===== src/rtl/d2s_rx_pkg.sv =====
package d2s_rx_pkg;
    localparam int unsigned DEF_FLIT_W = 32;
    localparam int unsigned DEF_NUM_VC = 4;

    typedef enum logic {
        SLOT_RISE = 1'b0,
        SLOT_FALL = 1'b1
    } slot_edge_e;

    function automatic int unsigned idx_width(input int unsigned n);
        return (n > 1) ? $clog2(n) : 1;
    endfunction
endpackage


===== src/rtl/d2s_edge_reg.sv =====
module d2s_edge_reg
    import d2s_rx_pkg::*;
#(
    parameter int unsigned FLIT_W   = DEF_FLIT_W,
    parameter int unsigned VC_IDX_W = 2,
    parameter slot_edge_e  EDGE     = SLOT_RISE
) (
    input  logic                clk,
    input  logic                rst_n,
    input  logic                in_vld,
    input  logic [VC_IDX_W-1:0] in_vc,
    input  logic [FLIT_W-1:0]   in_flit,
    output logic                out_vld,
    output logic [VC_IDX_W-1:0] out_vc,
    output logic [FLIT_W-1:0]   out_flit
);
    typedef struct packed {
        logic                vld;
        logic [VC_IDX_W-1:0] vc;
        logic [FLIT_W-1:0]   flit;
    } slot_t;

    slot_t slot_d, slot_q;

    always_comb begin
        slot_d      = '0;
        slot_d.vld  = in_vld;
        slot_d.vc   = in_vc;
        slot_d.flit = in_vld ? in_flit : '0;
    end

    generate
        if (EDGE == SLOT_FALL) begin : g_fall
            always_ff @(negedge clk or negedge rst_n) begin
                if (!rst_n) slot_q <= '0;
                else        slot_q <= slot_d;
            end

            a_r2_fall_capture: assert property (@(negedge clk) disable iff (!rst_n)
                $past(rst_n) |-> (out_vld == $past(in_vld)) &&
                                 (!out_vld || (out_flit == $past(in_flit) && out_vc == $past(in_vc))));
        end else begin : g_rise
            always_ff @(posedge clk or negedge rst_n) begin
                if (!rst_n) slot_q <= '0;
                else        slot_q <= slot_d;
            end

            a_r1_rise_capture: assert property (@(posedge clk) disable iff (!rst_n)
                $past(rst_n) |-> (out_vld == $past(in_vld)) &&
                                 (!out_vld || (out_flit == $past(in_flit) && out_vc == $past(in_vc))));
        end
    endgenerate

    assign out_vld  = slot_q.vld;
    assign out_vc   = slot_q.vc;
    assign out_flit = slot_q.flit;
endmodule


===== src/rtl/d2s_vc_steer.sv =====
module d2s_vc_steer
    import d2s_rx_pkg::*;
#(
    parameter int unsigned FLIT_W   = DEF_FLIT_W,
    parameter int unsigned NUM_VC   = DEF_NUM_VC,
    parameter int unsigned VC_IDX_W = 2
) (
    input  logic                     clk,
    input  logic                     rst_n,
    input  logic                     rise_vld,
    input  logic [VC_IDX_W-1:0]      rise_vc,
    input  logic [FLIT_W-1:0]        rise_flit,
    input  logic                     fall_vld,
    input  logic [VC_IDX_W-1:0]      fall_vc,
    input  logic [FLIT_W-1:0]        fall_flit,
    output logic [NUM_VC-1:0]        wr_en,
    output logic [NUM_VC*FLIT_W-1:0] wr_data,
    output logic                     clash
);
    assign clash = rise_vld && fall_vld && (rise_vc == fall_vc);

    generate
        for (genvar g = 0; g < NUM_VC; g++) begin : g_lane
            logic              hit_rise, hit_fall;
            logic [FLIT_W-1:0] lane_d;

            always_comb begin
                hit_rise = rise_vld && (rise_vc == VC_IDX_W'(g));
                hit_fall = fall_vld && (fall_vc == VC_IDX_W'(g));
                if (hit_rise)      lane_d = rise_flit;
                else if (hit_fall) lane_d = fall_flit;
                else               lane_d = '0;
            end

            assign wr_en[g]                   = hit_rise || hit_fall;
            assign wr_data[g*FLIT_W +: FLIT_W] = lane_d;

            a_r6_idle_lane_zero: assert property (@(posedge clk) disable iff (!rst_n)
                !wr_en[g] |-> (wr_data[g*FLIT_W +: FLIT_W] == '0));
        end
    endgenerate
endmodule


===== src/rtl/d2s_rx_stage.sv =====
module d2s_rx_stage
    import d2s_rx_pkg::*;
#(
    parameter int unsigned FLIT_W   = DEF_FLIT_W,
    parameter int unsigned NUM_VC   = DEF_NUM_VC,
    parameter int unsigned VC_IDX_W = idx_width(NUM_VC)
) (
    input  logic                     clk,
    input  logic                     rst_n,
    input  logic                     pos_vld,
    input  logic [VC_IDX_W-1:0]      pos_vc,
    input  logic [FLIT_W-1:0]        pos_flit,
    input  logic                     neg_vld,
    input  logic [VC_IDX_W-1:0]      neg_vc,
    input  logic [FLIT_W-1:0]        neg_flit,
    output logic [NUM_VC-1:0]        vc_we,
    output logic [NUM_VC*FLIT_W-1:0] vc_wdata,
    output logic                     dup_err
);
    logic                r_vld, f_vld;
    logic [VC_IDX_W-1:0] r_vc,  f_vc;
    logic [FLIT_W-1:0]   r_flit, f_flit;

    d2s_edge_reg #(.FLIT_W(FLIT_W), .VC_IDX_W(VC_IDX_W), .EDGE(SLOT_RISE)) u_rise (
        .clk(clk), .rst_n(rst_n),
        .in_vld(pos_vld), .in_vc(pos_vc), .in_flit(pos_flit),
        .out_vld(r_vld), .out_vc(r_vc), .out_flit(r_flit)
    );

    d2s_edge_reg #(.FLIT_W(FLIT_W), .VC_IDX_W(VC_IDX_W), .EDGE(SLOT_FALL)) u_fall (
        .clk(clk), .rst_n(rst_n),
        .in_vld(neg_vld), .in_vc(neg_vc), .in_flit(neg_flit),
        .out_vld(f_vld), .out_vc(f_vc), .out_flit(f_flit)
    );

    d2s_vc_steer #(.FLIT_W(FLIT_W), .NUM_VC(NUM_VC), .VC_IDX_W(VC_IDX_W)) u_steer (
        .clk(clk), .rst_n(rst_n),
        .rise_vld(r_vld), .rise_vc(r_vc), .rise_flit(r_flit),
        .fall_vld(f_vld), .fall_vc(f_vc), .fall_flit(f_flit),
        .wr_en(vc_we), .wr_data(vc_wdata), .clash(dup_err)
    );

    // with both captured slots empty, no FIFO is written
    a_r3_idle_no_write: assert property (@(posedge clk) disable iff (!rst_n)
        (!r_vld && !f_vld) |-> (vc_we == '0));

    // never more writes than valid captured flits
    a_r4_write_count: assert property (@(posedge clk) disable iff (!rst_n)
        $countones(vc_we) <= (32'(r_vld) + 32'(f_vld)));

    // on a clash, exactly one VC written, carrying the rising-edge flit
    a_r5_clash_keeps_rise: assert property (@(posedge clk) disable iff (!rst_n)
        dup_err |-> ($countones(vc_we) == 1) && vc_we[r_vc] &&
                    (vc_wdata[r_vc*FLIT_W +: FLIT_W] == r_flit));

    // a flit is not replayed once both slots go idle
    a_r8_no_replay: assert property (@(posedge clk) disable iff (!rst_n)
        (!pos_vld && !neg_vld && $past(rst_n)) |=> !r_vld);
endmodule


===== config.mk =====
export PLATFORM = sky130hd
export DESIGN_NAME = d2s_rx_stage
export DESIGN_NICKNAME = d
export VERILOG_FILES = /design/src/rtl/d2s_rx_pkg.sv /design/src/rtl/d2s_edge_reg.sv /design/src/rtl/d2s_vc_steer.sv /design/src/rtl/d2s_rx_stage.sv
export SDC_FILE = /design/constraint.sdc
export NUM_CORES = 1
export LEC_CHECK = 0
export BUFFER_PORTS_ARGS = -buffer_cell sky130_fd_sc_hd__buf_2
export CORE_MARGIN = 3
export CORE_UTILIZATION = 44
export CTS_CLUSTER_DIAMETER = 150
export DETAILED_ROUTE_END_ITERATION = 8
export PLACE_DENSITY = 0.77
export SETUP_SLACK_MARGIN = 0.05
export SYNTH_ARGS = -nofsm -noshare
export SYNTH_HDL_FRONTEND = slang
export SYNTH_SLANG_ARGS = --single-unit
export TNS_END_PERCENT = 1

===== constraint.sdc =====
create_clock -name clk -period 1.8 [get_ports clk]
set_clock_uncertainty 0.05 [all_clocks]
set_input_delay 0.54 -clock clk [delete_from_list [all_inputs] [get_ports clk]]
set_output_delay 0.54 -clock clk [all_outputs]
set_load 0.02 [all_outputs]

Yosys cells after proc, flatten, opt, wreduce, memory -nomap -nowiden
Cells that the tools add are included.
W data, S select, Z words.
- equal/unequal tests: 7
- multiplexer cells: 10
- reduce and logical (&&, ||, !) cells: 16
- operator list (cell ; number):
    $mux W32 ; 10
    $logic_and A1 B1 Y1 ; 10
    $eq A2 B2 Y1 const B ; 4
    $eq A2 B1 Y1 const B ; 2
    $logic_not A2 Y1 ; 2
    $logic_or A1 B1 Y1 ; 4
    $eq A2 B2 Y1 ; 1
- flip-flop bits (word level): 70
- bits of input ports: 72
- output and inout port bits: 133
- logic and storage cells: 39

Logic depth before layout (Yosys ltp)
Gate-level depths: netlist of the first run.
- word-level depth: 4
- gate-level depth with buffers: 5
- mapped depth without buffers: 2

By module
Synthesis of the first run repeated with hierarchy kept, for this count alone.
- cells, all modules: 520
- area, all modules: 5024.8 um^2
- modules (own cells, without submodules) (module ; instances ; cells an instance ; area an instance (um^2) ; seq. area each (um^2)):
    d2s_vc_steer ; 1 ; 380 ; 2762.6 ; 0.0
    d2s_edge_reg ; 2 ; 70 ; 1131.1 ; 875.8

==> results of run 1 <==
## worst max-delay path, cell delays in order, from the launching register on
cell and delay (ps):
dfrtn_1 410, buf_6 160, nor3b_4 220, buf_6 160, buf_12 140, a31o_1 200, buf_6 130
## state kept, by name, indices dropped and copies added, names as in the netlist
name / count
u_fall.out_vc: 2
u_rise.out_vc: 2
u_fall.out_vld: 1
u_rise.out_vld: 1
u_fall.out_flit: 32
u_rise.out_flit: 32
## logic make-up (layout without fill, tap and decap cells)
| family | after synthesis | count (layout) | share of synthesized area, % |
|---|---|---|---|
| buf+inv | 82 | 315 | 7.72 |
| xor+xnor | 2 | 2 | 0.355 |
| simple gates | 234 | 234 | 34.8 |
| flops | 70 | 70 | 35.5 |
| compound gates | 132 | 132 | 21.6 |
## timing repair
| item | in CTS | in global routing |
|---|---|---|
| hold buffers | 1 | 0 |
| setup endpoints to repair | 165 | 134 |
| hold endpoints to repair | 4 | 0 |
| gates resized for setup | 229 | 51 |
| buffers inserted | 6 | 0 |
| pin swaps | 42 | 20 |
| cloned | 3 | 0 |
## cell usage after synthesis, drive strengths merged
master / number / area, sq um
a31o: 64 / 561
and2: 64 / 400
o31ai: 64 / 480
clkbuf: 43 / 163
buf: 38 / 214
dfrtn: 35 / 876
dfrtp: 35 / 876
nand2: 34 / 128
and4b: 32 / 320
nand4: 32 / 200
nand4b: 32 / 280
nor4bb: 32 / 320
and3b: 2 / 17.5
o21ai: 2 / 10.0
o21bai: 2 / 15.0
xor2: 2 / 17.5
and3: 1 / 6.26
inv: 1 / 3.75
nand2b: 1 / 6.26
nand3b: 1 / 7.51
nor3: 1 / 5.00
nor3b: 1 / 12.5
or3b: 1 / 8.76
## worst max-delay path by stage
stage | from | end | slack (ps)
after CTS | u_fall.out_vc[0]$_DFF_NN0_ | vc_wdata[20] | -1370
after global placement | u_fall.out_vc[1]$_DFF_NN0_ | vc_wdata[67] | -1010
after floorplan | u_fall.out_vld$_DFF_NN0_ | vc_wdata[10] | -920
final | u_fall.out_vc[0]$_DFF_NN0_ | vc_wdata[5] | -1470
after detailed placement | u_fall.out_vc[0]$_DFF_NN0_ | vc_wdata[33] | -1060
after global routing | u_fall.out_vc[0]$_DFF_NN0_ | vc_wdata[29] | -1510
## power breakdown
group / internal (uW) / leakage [uW] / total [uW] / switching, uW
registers: 1660 / 0.000892 / 1760 / 95.6
clock network: 822 / 0.000110 / 1490 / 671
logic: 615 / 0.00278 / 1360 / 748
## layout make-up
cell class                      count  area share (%)
Multi-Input combinational cell    368            42.9
Timing Repair Buffer              298            32.4
Sequential cell                    70            20.1
Tap cell                          140            2.00
Clock buffer                       11            1.62
Clock inverter                      5           0.929
Inverter                            1          0.0429
## per-layer routing
| metal | vias to the layer above | GRT usage [%] | routed length, microns |
|---|---|---|---|
| li1 | 2500 | - | - |
| met1 | 2894 | 41.6 | 8030 |
| met2 | 422 | 54.6 | 10600 |
| met3 | 89 | 7.61 | 1890 |
| met4 | 0 | 16.3 | 1020 |
| met5 | - | 0 | 0 |
## metrics by stage
| stage | hold slack (ps) | utilization, % |
|---|---|---|
| 2_1_floorplan | 194 | - |
| 3_3_place_gp | 334 | 69.1 |
| 3_5_place_dp | 339 | 69.1 |
| 4_1_cts | 114 | 78.7 |
| 5_1_grt | 128 | 80.4 |
| 6_report | 116 | 80.4 |
==> results.json, run 1 <==
{
  "outcome": "finished with violations",
  "violations": "negative setup slack",
  "grt_max_degree": 83,
  "seqCellArea_sq_mm": 0.00176,
  "design.core.area_sq_mm": 0.0109,
  "final_cell_area_sq_mm": 0.00875,
  "drt_iter0_drc": 554,
  "arrival_ps": 2680,
  "die-width_microns": 112,
  "final_cell_mix": "120 x buf_6, 76 x buf_4, 75 x buf_2",
  "rsz0062_at_grt": "yes",
  "synth-seq-cells": 70,
  "drt_wl_total_mm": 21.5,
  "finalNonFillerCells": 893,
  "clockBufferDepth": 2,
  "clock_sinks": 70,
  "antenna_left": 0,
  "dp_cells": 867,
  "antenna_found_initial": 0,
  "leakage_uw": 0.00379,
  "fillers": 579,
  "path_class": "reg -> out",
  "syn_inst": 520,
  "grt_pass1_vias": 5889,
  "vias_per_cell": 6.61,
  "dpl_cell_area_sq_mm": 0.00752,
  "place_ws_ps": -1060,
  "cp.required_ps": 1210,
  "layout.nets": 820,
  "areaGrowthSynthToFinish_pct": 77.6,
  "gp_congestion": 0.922,
  "synth.distinct_cells": 26,
  "die_h_microns": 112,
  "clkTransAtPathRegs_ps": 100,
  "ir_drop_uv": 612,
  "final_common_cell": "buf_6",
  "cp_max_fo": 9,
  "total_power_uw": 4610,
  "clock-root-buffer": "clkbuf_8",
  "finalHoldViolations": 0,
  "slew_headroom_pct": 64.8,
  "tightest_slew_ps": 528,
  "cellPowerDensity_mw_per_mm2": 527,
  "post_drt_wl_per_cell_microns": 24.1,
  "track_usage_pct": 33.4,
  "vias": 5905,
  "multi_input_area_sq_mm": 0.00375,
  "pin_count": 205,
  "drv_cap": 0,
  "io_buffers": 204,
  "finalSetupViolCount": 133,
  "hp-class": "in -> async",
  "yosysWarnings": 0,
  "grt_pass1_wl_mm": 33.1,
  "synth-seq-area-share_pct": 35.5,
  "cts_buffers": 9,
  "htree_levels": 3,
  "synthesis.nets": 592,
  "syn_avg_cell_area_sq_um": 9.48,
  "cts_tree": "built",
  "end_kind": "output port",
  "start_util_pct": 45.3,
  "dp_hpwl_mm": 13.8,
  "drive_above_1_share_pct": 53.4,
  "drc": 0,
  "die-area_sq_mm": 0.0125,
  "gr-total-overflow": 0,
  "setup_ws_ps": -1470,
  "setup.worst_path.start_class": "register",
  "rows": 38,
  "fin_setup_tns_ps": -182670,
  "drt_pre_antenna_iters": 6,
  "syn-cell-area_sq_mm": 0.00493,
  "maxSlewViolCount": 0,
  "diodes": 0
}
Note: power is estimated with default switching activity, not from simulation.
==> inputs of run 2 (changes only) <==
- CORE_UTILIZATION: 44 -> 40
- PLACE_DENSITY: 0.77 -> 0.71
==> run 2 against run 1 <==
Sequential share of layout area up 0.084 points. Cell count rose by 1.0%. Cell area is 0.41% lower. Non-clock buffer count increased by 6. Combinational power is essentially flat. Sequential power about the same. Setup slack better by 97 ps. The flow still finishes with violations (negative setup slack). Sequential cell count unchanged. Critical path depth stayed put. Critical path type unchanged. Utilization shrank 6.0 points. Clock power up 14%. Routed wire length decreased by 7.2%.
==> results.json, run 2 (synthesized netlist as in run 1, its figures left out) <==
{
  "outcome": "finished with violations",
  "violations": "negative setup slack",
  "drv_cap": 0,
  "cpPeakStageDelay_ps": 390,
  "leakage_uw": 0.00383,
  "finalNonFillerCells": 902,
  "start_util_pct": 42.1,
  "drt_wl_total_mm": 19.9,
  "ir_drop_uv": 442,
  "dpl_cell_area_sq_mm": 0.00757,
  "slew_headroom_pct": 74.4,
  "htree_levels": 3,
  "pin_count": 205,
  "cts_tree": "built",
  "finalSetupViolCount": 133,
  "seqCellArea_sq_mm": 0.00176,
  "path_class": "reg -> out",
  "drt_pre_antenna_iters": 5,
  "cpMostUsedCell": "buf_6",
  "finalHoldViolations": 0,
  "antenna_found_initial": 0,
  "die_h_microns": 117,
  "cts_buffers": 9,
  "die-area_sq_mm": 0.0137,
  "path_delay_family": "buffers and inverters",
  "cp.required_ps": 1210,
  "antenna_left": 0,
  "end_kind": "output port",
  "drc": 0,
  "cellPowerDensity_mw_per_mm2": 549,
  "die-width_microns": 117,
  "grt_max_degree": 42,
  "maxSlewViolCount": 0,
  "setup.worst_path.start_class": "register",
  "diodes": 0,
  "grt_pass1_wl_mm": 30.3,
  "areaGrowthSynthToFinish_pct": 76.8,
  "layout.nets": 826,
  "total_power_uw": 4780,
  "arrival_ps": 2580,
  "utilization_pct": 74.4,
  "dp_cells": 878,
  "final_cell_area_sq_mm": 0.00871,
  "clockBufferDepth": 2,
  "final_cell_mix": "98 x buf_2, 98 x buf_6, 82 x buf_4",
  "post_drt_wl_per_cell_microns": 22.1,
  "clock-root-buffer": "clkbuf_16",
  "rsz0062_at_grt": "yes",
  "clkTransAtPathRegs_ps": 60,
  "cp_max_fo": 5,
  "tightest_slew_ps": 384,
  "track_usage_pct": 28.6,
  "multi_input_area_sq_mm": 0.00376,
  "design.core.area_sq_mm": 0.0117,
  "gp_congestion": 0.912,
  "critPathSlowestCell": "dfrtn_1",
  "drt_iter0_drc": 534,
  "clock_sinks": 70,
  "fillers": 802,
  "dp_hpwl_mm": 13.7,
  "gr-total-overflow": 0,
  "grt_pass1_vias": 5538,
  "setup_ws_ps": -1370,
  "crit_chain": "buf_4 > nor3b_4 > buf_6 > buf_6 > a31o_1 > buf_6",
  "hp-class": "in -> async",
  "fin_setup_tns_ps": -174960,
  "cp_num_buf_inv": 4,
  "io_buffers": 204,
  "drive_above_1_share_pct": 56.1,
  "vias": 5646,
  "rows": 39,
  "vias_per_cell": 6.26
}
[run 2: cell count changes in the layout (fill, tap and decap cells not counted), sizes merged]
cell      delta
buf          +6
bufinv       -2
clkinvlp     +1
clkinv       +2
inv          -1
[run 2: power by group]
part	total [uW]	internal, uW	leakage, uW	switching (uW)
clock network	1700	1010	0.000138	698
registers	1750	1660	0.000892	89.0
logic	1330	600	0.00280	728
[run 2: timing repair]
| item | in CTS | in global routing |
|---|---|---|
| endpoints found under the setup margin | 165 | 135 |
| resized for setup | 223 | 26 |
| buffers inserted | 5 | 0 |
| pin swaps | 28 | 12 |
| cloned | 2 | 0 |
| hold buffers | 1 | 0 |
| hold endpoints to repair | 1 | 0 |
[run 2: routing by layer]
layer / part of all wire (%) / GRT usage [%]
met5: 0 / 0
met4: 3.0 / 11.5
met3: 6.9 / 4.01
met2: 48 / 46.3
met1: 42 / 38.7
[run 2: final timing paths]
| kind | cells past startpoint | start | to | slack, ps |
|---|---|---|---|---|
| worst max-delay path | 6 | u_fall.out_vc[1]$_DFF_NN0_ | vc_wdata[14] | -1370 |
| worst min-delay path | 2 | rst_n | u_rise.out_flit[28]$_DFF_PN0_ | 170 |
| max in group asynchronous | 2 | rst_n | u_fall.out_flit[7]$_DFF_NN0_ | 550 |
| min in group clk | 1 | pos_vc[1] | u_rise.out_vc[1]$_DFF_PN0_ | 270 |
[run 2: layout make-up]
type / count / area share, %
Multi-Input combinational cell: 368 / 43.2
Timing Repair Buffer: 304 / 31.2
Sequential cell: 70 / 20.2
Clock buffer: 11 / 2.90
Tap cell: 143 / 2.05
Clock inverter: 5 / 0.388
Inverter: 1 / 0.0431
[run 2: per-stage QoR]
step | hold slack, ps | setup slack [ps]
2_1_floorplan | 194 | -923
3_3_place_gp | 325 | -1080
3_5_place_dp | 322 | -1120
4_1_cts | 152 | -1360
5_1_grt | 170 | -1450
6_report | 168 | -1370
==> inputs of run 3 (changes only) <==
--- a/config.mk
+++ b/config.mk
@@ -15,4 +15,5 @@
 export SYNTH_ARGS = -nofsm -noshare
 export SYNTH_HDL_FRONTEND = slang
+export SYNTH_HIERARCHICAL = 1
 export SYNTH_SLANG_ARGS = --single-unit
 export TNS_END_PERCENT = 1
==> constraint.sdc (replaced) <==
create_clock -name clk -period 1.8 [get_ports clk]
set_clock_uncertainty 0.05 [all_clocks]
set_input_delay 0.45 -clock clk [delete_from_list [all_inputs] [get_ports clk]]
set_output_delay 0.45 -clock clk [all_outputs]
set_load 0.02 [all_outputs]
==> run 3 against run 2 <==
Combinational power rose by 5%. Setup slack gained 16 ps. The run still ends with negative setup slack left. Sequential power is essentially flat. Synthesized cell count did not move. Total power up 2.9%.
==> results.json, run 3 <==
{
  "synth-seq-cells": 70,
  "p_clk_share_pct": 36.2,
  "synth-xor-area-share_pct": 0.349,
  "rsz0062_at_grt": "yes",
  "syn_inst": 520,
  "power_frac_seq_pct": 35.5,
  "final_cell_mix": "103 x buf_2, 94 x buf_6, 69 x buf_4",
  "die-width_microns": 118,
  "start_util_pct": 41.3,
  "synth-adder-area-share_pct": 0,
  "grtUsageMet3_pct": 5.53,
  "post_drt_wl_per_cell_microns": 21.6,
  "seqCellArea_sq_mm": 0.00176,
  "cts_tree": "built",
  "netlist.area_leader.share_pct": 17.4,
  "design.core.area_sq_mm": 0.0122,
  "track_usage_pct": 27.7,
  "cp_max_fo": 6,
  "grt_max_degree": 45,
  "final_common_cell": "buf_2",
  "syn_avg_cell_area_sq_um": 9.66,
  "clock_sinks": 70,
  "grt_pass1_wl_mm": 31.0,
  "dpl_cell_area_sq_mm": 0.00802,
  "vias_per_cell": 6.05,
  "synthMuxAreaShare_pct": 0,
  "drc": 0,
  "areaGrowthSynthToFinish_pct": 81.0,
  "synth_edf_count": 0,
  "gr-usage-met2_pct": 46.6,
  "cts_hold_buf": 0,
  "die-area_sq_mm": 0.0139,
  "cpPeakStageDelay_ps": 540,
  "setup_ws_ps": -1350,
  "drt_pre_antenna_iters": 5,
  "gr-total-overflow": 0,
  "p_sw_uw": 1510,
  "multi_input_area_sq_mm": 0.00410,
  "syn-cell-area_sq_mm": 0.00502,
  "htree_levels": 3,
  "drt_iter0_drc": 397,
  "synth_ff_type": "dfrtp_1",
  "leakage_uw": 0.00401,
  "combPwrFrac_pct": 28.2,
  "critPathSlowestCell": "dfrtn_1",
  "synth.top_cells.by_count": "64 x and2_2, 64 x o31ai_1, 60 x a31o_1",
  "whs_ps": 134,
  "final_cell_area_sq_mm": 0.00909,
  "drive_above_1_share_pct": 68.8,
  "place_ws_ps": -1040,
  "synth.distinct_cells": 28,
  "dp_hpwl_mm": 14.0,
  "clkTransAtPathRegs_ps": 60,
  "clock-root-buffer": "clkbuf_16",
  "antenna_found_initial": 1,
  "grt_pass1_vias": 5765,
  "end_kind": "output port",
  "setup.worst_path.start_class": "register",
  "gp_congestion": 0.871,
  "drt_wl_total_mm": 19.8,
  "globalRouteMet1Util_pct": 33.6,
  "vias": 5569,
  "cp_num_buf_inv": 2,
  "synth-seq-area-share_pct": 34.9,
  "swShare_pct": 30.7,
  "synthesis.nets": 592,
  "violations": "negative setup slack",
  "crit_chain": "and3b_2 > buf_4 > a31o_4 > buf_2",
  "pin_count": 205,
  "synth_compound_area_share_pct": 21.2,
  "io_buffers": 204,
  "antenna_left": 0,
  "outcome": "finished with violations",
  "hp-class": "in -> async",
  "cp.required_ps": 1300,
  "yosysWarnings": 6,
  "diodes": 0,
  "async_flop_share_pct": 100,
  "cellPowerDensity_mw_per_mm2": 541,
  "total_power_uw": 4920,
  "finalHoldViolations": 0,
  "path_delay_family": "flip-flops",
  "internal_power_uw": 3410,
  "path_class": "reg -> out",
  "ir_drop_uv": 427,
  "die_h_microns": 118,
  "rows": 40,
  "synth_top_family_by_area": "simple AND/OR/NAND/NOR gates",
  "maxSlewViolCount": 0,
  "yosys.area.top_type": "dfrtn_1",
  "clockBufferDepth": 2,
  "fillers": 798,
  "drv_cap": 0,
  "ys_top_cells_by_area": "dfrtn_1 17%, dfrtp_1 17%, a31o_1 10%, and2_2 9.6%, o31ai_1 9.6%",
  "layout.nets": 819,
  "top_usage_layer": "met2",
  "slew_headroom_pct": 72.0,
  "tightest_slew_ps": 420,
  "arrival_ps": 2650,
  "cts_buffers": 9,
  "finalSetupViolCount": 133,
  "synth-simple-area-share_pct": 35.8
}
-- run 3: how the worst max path moves through the flow --
stage	endpoint	slack (ps)	depth (start not counted)	startpoint
final	vc_wdata[35]	-1350	4	u_fall/out_vc[1]$_DFF_NN0_
after global routing	vc_wdata[21]	-1430	6	u_fall/out_vc[1]$_DFF_NN0_
after CTS	vc_wdata[97]	-1360	4	u_fall/out_vc[1]$_DFF_NN0_
after detailed placement	vc_wdata[66]	-1040	5	u_fall/out_vld$_DFF_NN0_
after global placement	vc_wdata[97]	-1020	4	u_fall/out_vc[1]$_DFF_NN0_
after floorplan	vc_wdata[0]	-800	4	u_fall/out_vc[1]$_DFF_NN0_
-- run 3: what timing repair did --
item                       4_1_cts  5_1_grt
setup endpoints to repair      133      133
gates cloned                     1        1
buffers inserted                 4        0
hold endpoints to repair         0        0
resized for setup              163       53
pin swaps                       46       26
-- run 3: cell type report --
| cell class | instances | area share (%) |
|---|---|---|
| sequential | 70 | 19.4 |
| clock buffer | 10 | 2.63 |
| tap | 168 | 2.31 |
| timing repair buffer | 297 | 29.9 |
| multi-input combinational | 368 | 45.1 |
| inverter | 1 | 0.0413 |
| clock inverter | 6 | 0.674 |
-- run 3: power by group through the flow --
stage          logic, uW  clock network, uW  registers (uW)
3_3_place_gp        1220                  0            1770
4_1_cts             1340               1800            1740
2_1_floorplan        766                  0            1750
5_1_grt             1460               1860            1760
6_report            1390               1780            1750
3_5_place_dp        1240                  0            1770
-- run 3: per-stage QoR --
step | TNS, ps | std cells | util [%]
5_1_grt | -180010 | 920 | 74.8
6_report | -169830 | 920 | 74.8
2_1_floorplan | -103580 | 520 | -
4_1_cts | -170280 | 919 | 72.9
3_3_place_gp | -127620 | 898 | 65.9
3_5_place_dp | -130790 | 898 | 65.9
-- run 3: cells by family (layout without fill, tap and decap cells) --
| logic type | count (synthesis) | in the layout |
|---|---|---|
| buffers and inverters | 82 | 314 |
| DFF | 70 | 70 |
| and+or+nand+nor | 234 | 234 |
| xor gates and xnor gates | 2 | 2 |
| AOI/OAI and AO/OA | 132 | 132 |
-- run 3: routing by layer --
metal / routed length [microns] / vias to the layer above
met5: 12 / -
met4: 636 / 2
met3: 1200 / 60
met2: 10200 / 271
met1: 7780 / 2742
li1: - / 2494
